==> src/rtl/mw_pkg.sv <==
package mw_pkg;

    typedef enum logic [1:0] {
        OP_CTL   = 2'b00,
        OP_WRITE = 2'b01,
        OP_READ  = 2'b10,
        OP_ERASE = 2'b11
    } mw_op_e;

    typedef enum logic [2:0] {
        S_IDLE,
        S_OP,
        S_ADDR,
        S_WDATA,
        S_DUMMY,
        S_RDATA,
        S_HOLD
    } mw_state_e;

    localparam logic [1:0] CTL_SET = 2'b11;
    localparam logic [1:0] CTL_CLR = 2'b00;

endpackage

==> src/rtl/mw_edge.sv <==
module mw_edge (
    input  logic clk,
    input  logic rst_n,
    input  logic sclk,
    output logic rise
);
    logic sclk_q;

    always_ff @(posedge clk or negedge rst_n) begin
        if (!rst_n) sclk_q <= 1'b0;
        else        sclk_q <= sclk;
    end

    assign rise = sclk & ~sclk_q;
endmodule

==> src/rtl/mw_array.sv <==
module mw_array #(
    parameter int DW = 16,
    parameter int AW = 6
) (
    input  logic          clk,
    input  logic          rst_n,
    input  logic          we,
    input  logic [AW-1:0] waddr,
    input  logic [DW-1:0] wdata,
    input  logic [AW-1:0] raddr,
    output logic [DW-1:0] rdata
);
    localparam int DEPTH = 1 << AW;

    logic [DW-1:0] cells [DEPTH];

    always_ff @(posedge clk or negedge rst_n) begin
        if (!rst_n) begin
            for (int i = 0; i < DEPTH; i++) cells[i] <= '0;
        end else if (we) begin
            cells[waddr] <= wdata;
        end
    end

    assign rdata = cells[raddr];
endmodule

==> src/rtl/mw_eeprom.sv <==
module mw_eeprom #(
    parameter bit WORD16 = 1'b1
) (
    input  logic clk,
    input  logic rst_n,
    input  logic sel,
    input  logic sclk,
    input  logic sdi,
    output logic sdo,
    output logic sdo_en
);
    import mw_pkg::*;

    localparam int DW   = WORD16 ? 16 : 8;
    localparam int AW   = WORD16 ? 6 : 7;
    localparam int MAXB = (DW > AW) ? DW : AW;
    localparam int CW   = $clog2(MAXB + 1);
    localparam logic [CW-1:0] ADDR_LAST = CW'(AW - 1);
    localparam logic [CW-1:0] DATA_LAST = CW'(DW - 1);
    localparam logic [CW-1:0] DATA_END  = CW'(DW);

    mw_state_e     state, nxt;
    logic          sclk_rise;
    logic [1:0]    op_sh;
    logic [CW-1:0] cnt;
    logic [AW-1:0] addr_q;
    logic [DW-2:0] wdat_q;
    logic [DW-1:0] shreg;
    logic          wel_q;
    logic          step;
    logic          addr_done;
    logic [AW-1:0] full_addr;
    logic [AW-1:0] rd_addr;
    logic [DW-1:0] rd_word;
    logic          mem_we;
    logic [AW-1:0] mem_wa;
    logic [DW-1:0] mem_wd;
    mw_op_e        op;

    mw_edge u_edge (
        .clk  (clk),
        .rst_n(rst_n),
        .sclk (sclk),
        .rise (sclk_rise)
    );

    assign step      = sel && sclk_rise;
    assign op        = mw_op_e'(op_sh);
    assign full_addr = {addr_q[AW-2:0], sdi};
    assign addr_done = (state == S_ADDR) && (cnt == ADDR_LAST);
    assign rd_addr   = (state == S_ADDR) ? full_addr : addr_q + 1'b1;

    // array write port: erase at last address bit, write at last data bit
    always_comb begin
        mem_we = 1'b0;
        mem_wa = addr_q;
        mem_wd = {wdat_q, sdi};
        if (step && wel_q) begin
            if (addr_done && op == OP_ERASE) begin
                mem_we = 1'b1;
                mem_wa = full_addr;
                mem_wd = '1;
            end else if (state == S_WDATA && cnt == DATA_LAST) begin
                mem_we = 1'b1;
            end
        end
    end

    mw_array #(.DW(DW), .AW(AW)) u_array (
        .clk  (clk),
        .rst_n(rst_n),
        .we   (mem_we),
        .waddr(mem_wa),
        .wdata(mem_wd),
        .raddr(rd_addr),
        .rdata(rd_word)
    );

    // next-state logic
    always_comb begin
        nxt = state;
        if (!sel) begin
            nxt = S_IDLE;
        end else if (sclk_rise) begin
            unique case (state)
                S_IDLE:  if (sdi) nxt = S_OP;
                S_OP:    if (cnt == CW'(1)) nxt = S_ADDR;
                S_ADDR:  if (cnt == ADDR_LAST) begin
                             if (op == OP_READ)       nxt = S_DUMMY;
                             else if (op == OP_WRITE) nxt = S_WDATA;
                             else                     nxt = S_HOLD;
                         end
                S_WDATA: if (cnt == DATA_LAST) nxt = S_HOLD;
                S_DUMMY: nxt = S_RDATA;
                S_RDATA: nxt = S_RDATA;
                S_HOLD:  nxt = S_HOLD;
            endcase
        end
    end

    // state register
    always_ff @(posedge clk or negedge rst_n) begin
        if (!rst_n) state <= S_IDLE;
        else        state <= nxt;
    end

    // datapath and outputs
    always_ff @(posedge clk or negedge rst_n) begin
        if (!rst_n) begin
            op_sh  <= '0;
            cnt    <= '0;
            addr_q <= '0;
            wdat_q <= '0;
            shreg  <= '0;
            wel_q  <= 1'b0;
            sdo    <= 1'b0;
            sdo_en <= 1'b0;
        end else if (!sel) begin
            cnt    <= '0;
            sdo    <= 1'b0;
            sdo_en <= 1'b0;
        end else if (sclk_rise) begin
            unique case (state)
                S_IDLE: cnt <= '0;
                S_OP: begin
                    op_sh <= {op_sh[0], sdi};
                    cnt   <= (cnt == CW'(1)) ? '0 : cnt + 1'b1;
                end
                S_ADDR: begin
                    addr_q <= full_addr;
                    cnt    <= (cnt == ADDR_LAST) ? '0 : cnt + 1'b1;
                    if (cnt == ADDR_LAST) begin
                        if (op == OP_READ) begin
                            shreg  <= rd_word;
                            sdo    <= 1'b0;
                            sdo_en <= 1'b1;
                        end else if (op == OP_CTL) begin
                            if (full_addr[AW-1 -: 2] == CTL_SET)      wel_q <= 1'b1;
                            else if (full_addr[AW-1 -: 2] == CTL_CLR) wel_q <= 1'b0;
                        end
                    end
                end
                S_WDATA: begin
                    wdat_q <= {wdat_q[DW-3:0], sdi};
                    cnt    <= cnt + 1'b1;
                end
                S_DUMMY: begin
                    sdo   <= shreg[DW-1];
                    shreg <= {shreg[DW-2:0], 1'b0};
                    cnt   <= CW'(1);
                end
                S_RDATA: begin
                    if (cnt == DATA_END) begin
                        addr_q <= rd_addr;
                        sdo    <= rd_word[DW-1];
                        shreg  <= {rd_word[DW-2:0], 1'b0};
                        cnt    <= CW'(1);
                    end else begin
                        sdo   <= shreg[DW-1];
                        shreg <= {shreg[DW-2:0], 1'b0};
                        cnt   <= cnt + 1'b1;
                    end
                end
                S_HOLD: cnt <= '0;
            endcase
        end
    end
endmodule

==> config.mk <==
export PLATFORM = sky130hd
export DESIGN_NAME = mw_eeprom
export DESIGN_NICKNAME = d
export VERILOG_FILES = /design/src/rtl/mw_pkg.sv /design/src/rtl/mw_edge.sv /design/src/rtl/mw_array.sv /design/src/rtl/mw_eeprom.sv
export SDC_FILE = /design/constraint.sdc
export NUM_CORES = 2
export LEC_CHECK = 0
export ABC_CLOCK_PERIOD_IN_PS = 3500
export BUFFER_PORTS_ARGS = -buffer_cell sky130_fd_sc_hd__buf_2
export CORE_UTILIZATION = 50
export CTS_CLUSTER_SIZE = 25
export DETAILED_ROUTE_END_ITERATION = 10
export PLACE_DENSITY = 0.65
export SLEW_MARGIN = 40
export SYNTH_ARGS = -nofsm -noshare
export SYNTH_HDL_FRONTEND = slang
export SYNTH_SLANG_ARGS = --single-unit
==> constraint.sdc <==
create_clock -name clk -period 3.5 [get_ports clk]
set_input_delay 0.7 -clock clk [delete_from_list [all_inputs] [get_ports clk]]
set_output_delay 0.7 -clock clk [all_outputs]
set_load 0.03 [all_outputs]
### After elaboration in Yosys (flattened, before gate mapping)

Cells that the tools add are included.

| cells by class | value |
|---|---|
| shift-type cells | 0 |
| equality and inequality tests | 27 |
| bitwise operators | 5 |
| multiply operators | 0 |
| muxes and demuxes | 48 |
| add/subtract/negate cells | 2 |
| order comparisons | 3 |
| reduce and logical (&&, ||, !) cells | 22 |
| div/mod/pow operators | 0 |

Operators with widths:

| cell | count |
|---|---|
| $bwmux 1024 | 1 |
| $mux 16 | 8 |
| $bmux 16 s6 | 1 |
| $demux 16 s6 | 1 |
| $pmux 16 s3 | 1 |
| $pmux 5 s6 | 1 |
| $mux 5 | 5 |
| $mux 3 | 8 |
| $mux 6 | 4 |
| $pmux 3 s6 | 1 |
| $mux 1 | 15 |
| $ge 7x7->1 const B | 2 |
| $not 6->7 | 2 |
| $ne 2x1->1 const B | 6 |
| $pmux 6 s2 | 1 |
| $reduce_and 4->1 | 3 |
| $reduce_and 5->1 | 2 |
| $eq 3x3->1 const B | 3 |
| $ne 3x2->1 const B | 3 |
| $lt 7x1->1 const B | 1 |
| $reduce_and 7->1 | 1 |
| $add 6x1->6 const B | 1 |
| $eq 2x2->1 const B | 3 |
| $eq 3x2->1 const B | 2 |
| other kinds (20) | 31 |

| storage, ports and cells | value |
|---|---|
| output and inout port bits | 2 |
| RAM bits | 0 |
| latch bits | 0 |
| memories kept | 0 |
| register bits | 1075 |
| bits of input ports | 5 |
| word-level logic and storage cells | 181 |
| ROM bits | 0 |

### Depth between registers and ports, before layout

| depth | value |
|---|---|
| depth after elaboration | 11 |
| depth in mapped cells | 14 |

### By module

From an unflattened synthesis, not the netlist that was laid out.

| unflattened totals | value |
|---|---|
| cells, all modules | 3369 |
| area total of the unflattened synthesis | 50390.8 um2 |

Modules (own cells, without submodules):

| module | instances | cells each | seq. area each (um2) | area each (um2) |
|---|---|---|---|---|
| mw_array | 1 | 3024 | 25624.6 | 47122.7 |
| mw_eeprom | 1 | 343 | 1251.2 | 3229.3 |
| mw_edge | 1 | 2 | 25.0 | 38.8 |

### Least setup slack after synthesis

OpenSTA, ideal clock, no wires.

| timing | value |
|---|---|
| kind | input -> register |
| start | input port sel |
| end | register u_array.cells[225] (netlist name) |
| library setup time | 0.141 ns |
| slack | 0.453 ns |
| data arrival time | 2.906 ns |
| stages on the path | 11 |
| cell sequence | clkbuf_1 > nand3b_1 > or4_1 > buf_2 > nor3_1 > o21ai_1 > or3_1 > clkbuf_1 > clkbuf_1 > nand2_1 > o21ai_0 |

| on the way | value |
|---|---|
| word-level cells in the longest chain between the ends | 9 |
| elaborated cells on any way between the ends | 12 |
| those cells by class | 2 x order compare; 6 x mux; 1 x bitwise; 3 x reduce/logical |

RTL lines:

| what | line | text |
|---|---|---|
| start: declaration | mw_eeprom.sv:6 | `input logic sel,` |
| $logic_and 1x1->1 * | mw_eeprom.sv:47 | `assign step = sel && sclk_rise;` |
| $logic_and 1x1->1 * | mw_eeprom.sv:58 | `if (step && wel_q) begin` |
| $mux 6 | mw_eeprom.sv:58 |  |
| $not 6->7 (not written as such) | mw_array.sv:21 | `cells[waddr] <= wdata;` |
| $ge 7x7->1 (not written as such) or $lt 7x1->1 (tied branches) | mw_array.sv:21 |  |
| $logic_and 1x1->1 (not written as such) | mw_array.sv:21 |  |
| $mux 16 (not written as such) | mw_array.sv:21 |  |
| $demux 16 s6 | mw_array.sv:21 |  |
| $bwmux 1024 | mw_array.sv:21 |  |
| end signal: indexed assignment | mw_array.sv:21 |  |
| end: declaration | mw_array.sv:15 | `logic [DW-1:0] cells [DEPTH];` |

Every way passes the cells marked *; elsewhere a longest branch is shown, timed or not.
A chain may end at the register's enable or synchronous reset.

### Worst setup path after layout

| timing | value |
|---|---|
| start | register state[2] |
| end | register shreg[7] |

| on the way | value |
|---|---|
| word-level cells in the longest chain between the ends | 9 |
| elaborated cells on any way between the ends | 16 |
| those cells by class | 5 x eq/ne; 8 x mux; 1 x bitwise; 2 x reduce/logical |

RTL lines:

| what | line | text |
|---|---|---|
| start: declaration | mw_eeprom.sv:22 | `mw_state_e state, nxt;` |
| start signal: assignment | mw_eeprom.sv:104 | `else state <= nxt;` |
| $eq 3x2->1 | mw_eeprom.sv:51, mw_eeprom.sv:123 |  |
| $mux 6 | mw_eeprom.sv:51 | `assign rd_addr = (state == S_ADDR) ? full_addr : addr_q + 1'b1;` |
| $not 6->7 (not written as such) | mw_array.sv:25 | `assign rdata = cells[raddr];` |
| $bmux 16 s6 | mw_array.sv:25 |  |
| $mux 16 (not written as such) (2 in a row) | mw_array.sv:25 |  |
| $mux 16 | mw_eeprom.sv:133 | `if (op == OP_READ) begin` |
| $mux 16 | mw_eeprom.sv:132 | `if (cnt == ADDR_LAST) begin` |
| $pmux 16 s3 | mw_eeprom.sv:123 | `unique case (state)` |
| end signal: assignment | mw_eeprom.sv:134 | `shreg <= rd_word;` |
| end signal: assignment | mw_eeprom.sv:149 | `shreg <= {shreg[DW-2:0], 1'b0};` |
| end signal: assignment | mw_eeprom.sv:156 | `shreg <= {rd_word[DW-2:0], 1'b0};` |
| end: declaration | mw_eeprom.sv:28 | `logic [DW-1:0] shreg;` |

Parallel ways exist; a longest one is shown, timed or not. The select of a mux whose other input is x is not followed.

==> reports/summary.txt <==
Status: complete, no violations
DRT iter0 DRCs: 4899
Unrepaired setup endpoints after global routing: yes
Antenna viol nets, final: 0
Setup TNS: 0 ns
Placement Cell Area: 59500 µm²
TritonCTS Sinks: 1075
First-pass GRT wire length: 281000 µm
Synth area leaders: dfrtp_1, mux2i_1, a21oi_1
Starting density of the core: 50.8%
Row count: 120
Mapped Cells: 5846
Setup crit start kind: flip-flop
Synth Register Bits: 1075
IO Count: 7
Worst min-delay path class: primary input to flip-flop
Tmin final: 3.45 ns
Yosys cell types: 85
Initial antenna violation count: 4
Core footprint: 108000 µm²
Area Growth Syn to Fin: 16.8%
PwrDens: 433 nW/µm²
TritonRoute pass-1 iters: 8
CP max stage cell: o311ai_1
Drt wl/cell: 25.1 µm
DRC: 0
Max-slew violations: 0
Type of the worst setup path: flip-flop to flip-flop
Average size of a mapped cell: 9.35 µm²
Die height: 333 µm
Max VDD drop: 0.000467 V
Crit Path Max Fanout: 16
Fillers: 9178
Post-synthesis sequential area ratio: 49.2%
Asr flop ratio synth: 100%
Critical Path RT: 4.11 ns
H-tree depth: 3
Layout net count: 5910
Setup violators final: 0
Via density: 6.31
Cell family with most CP delay: compound AO/OA/AOI/OAI gates
Port Buffers: 6
Via Count: 46700
CP arrival: 4.06 ns
Root Buffer: clkbuf_16
Total Power: 27.6 mW
Final Hold Viols: 0
Fmax: 290 MHz
Clk Latency, worst-skew pair: 0.75 ns
Number of synthesized flops with an enable pin: 0
GRT Util Overall: 33.3%
Clock Tree Buf Depth: 3
Setup crit end kind: flip-flop
DRT Wirelength: 186000 µm
Least-Margin Pin Slew: 0.722 ns
Share of cells above drive strength 1: 15.7%
Largest net degree at the start of global routing: 102
Final hold slack: 0.147 ns
Die Area: 111000 µm²
Clock slew at reported path FFs: 0.07 ns
Final RePlAce weighted congestion: 0.975
Main synth FF type: dfrtp_1
Gr ovfl total: 0
Maxcap violations: 0
Final HPWL DP: 120000 µm
Synth Warn #: 0
Layout Skew: 0.0283 ns
Tcrit/Tclk final: 98.6%
Critical path's largest stage delay: 0.58 ns
Area leader, netlist: dfrtp_1
CP Buf/Inv Count: 3
Critical-path cell list: buf_4, nor3b_4, buf_12, a31oi_1, o311ai_1, buf_4, nand3_1, nand3_1, o22ai_1, a221oi_1, o21ai_1
CTS tree: done
Leakage: 28.2 nW
Syn Nets: 5857
Die width: 333 µm
Post-synth top area share: 49.2%
Worst setup margin: 0.0499 ns
TritonCTS Buffers: 115
Post-route design area: 63800 µm²
Slew headroom: 51.6%
Vias in the first global route: 44800
Post-Syn Area: 54700 µm²
Post-Place Worst Slack: -0.131 ns
through the flow:
stage | utilization [%] | std cells
3_5_place_dp | 55.3 | 7172
6_report | 59.3 | 7402
2_1_floorplan | - | 5846
3_3_place_gp | 55.3 | 7172
4_1_cts | 59.0 | 7388
5_1_grt | 59.3 | 7400
sequential cells by signal (all words and copies together), names as in the netlist:
register,count
state,3
op,2
wdat_q,15
wel_q,1
cnt,5
addr_q,6
u_array.cells,1024
sdo,1
shreg,16
sdo_en,1
u_edge.sclk_q,1
timing repair:
action	CTS	global route
buffers inserted	0	11
hold endpoints to repair	33	0
hold buffers	1	0
pin swaps	0	6
setup endpoints to repair	6	15
gates resized for setup	9	29
gates cloned	0	1
final cells by class:
class / instances / area [µm²] / share of cell area (%)
Timing Repair Buffer: 505 / 5470 / 8.57
Sequential cell: 1075 / 26900 / 42.2
Inverter: 40 / 150 / 0.235
Clock inverter: 41 / 518 / 0.812
Multi-Input combinational cell: 4162 / 25600 / 40.0
Tap cell: 1403 / 1760 / 2.75
Clock buffer: 174 / 3460 / 5.42
Antenna cell: 2 / 5.00 / 0.00784
final timing paths:
| kind | start | to | slack, ns | cells past startpoint |
|---|---|---|---|---|
| worst min-delay path | sclk | u_edge.sclk_q | 0.15 | 1 |
| worst min register to register | u_array.cells[255] | u_array.cells[255] | 0.48 | 2 |
| worst max-delay path | state[2] | shreg[7] | 0.05 | 11 |
| min in group asynchronous | rst_n | u_array.cells[337] | 0.53 | 2 |
| max in group asynchronous | rst_n | u_array.cells[760] | 1.92 | 3 |
| worst max register to register | state[2] | shreg[7] | 0.05 | 11 |
power breakdown:
group          leakage, nW  switching [mW]  internal, mW
Clock                 1.97            5.31          7.49
Sequential            15.0          0.0221          12.4
Combinational         11.2            1.50         0.843
layer usage:
metal / GRT usage [%] / wire length (µm)
met1: 45.2 / 77800
met2: 51.7 / 84600
met3: 5.62 / 13900
met4: 16.1 / 9510
met5: 0 / 22
cells in the mapped netlist, types with 20 or more instances:
| library cell | count |
|---|---|
| o211ai_1 | 29 |
| nor3_1 | 21 |
| clkbuf_1 | 291 |
| mux2_2 | 111 |
| nand2_1 | 581 |
| a21oi_1 | 797 |
| a32o_1 | 36 |
| buf_2 | 232 |
| nand3_1 | 148 |
| o21ai_1 | 45 |
| inv_1 | 38 |
| mux2i_1 | 572 |
| o221ai_1 | 30 |
| a211oi_1 | 25 |
| o21ai_0 | 298 |
| o22ai_1 | 56 |
| a31oi_1 | 49 |
| buf_1 | 20 |
| nor2b_1 | 20 |
| a32oi_1 | 117 |
| buf_4 | 23 |
| dfrtp_1 | 1075 |
| nor2_1 | 841 |
| a2111oi_0 | 20 |
| a221oi_1 | 67 |
| a22oi_1 | 82 |
placed cells by master (no fill, tap or decap), types with 20 or more instances in the layout:
cell type and instances:
o21ai_1 45, buf_4 361, o211ai_1 29, a21oi_1 795, clkinv_2 23, inv_1 38
clkbuf_8 34, a221oi_1 66, clkbuf_16 117, nor2_2 47, a31oi_1 49, nor2b_1 20
buf_12 129, dfrtp_1 1074, a32o_1 36, mux2i_1 572, nor3_1 20, o221ai_1 30
nor2_1 783, a22oi_1 81, nand2_1 580, a32oi_1 109, a211oi_1 25, o22ai_1 56
o21ai_0 297, nand3_1 147, clkbuf_1 24, mux2_2 111
logic make-up after synthesis:
group	count (synthesis)	synth area share (%)
mux	699	13.4
flops	1075	49.2
xor+xnor	5	0.0801
fa+ha+maj	7	0.156
buf+inv	609	4.91
compound gates	1735	19.3
simple gates	1716	12.9
Power figures use the tool's default switching activity.
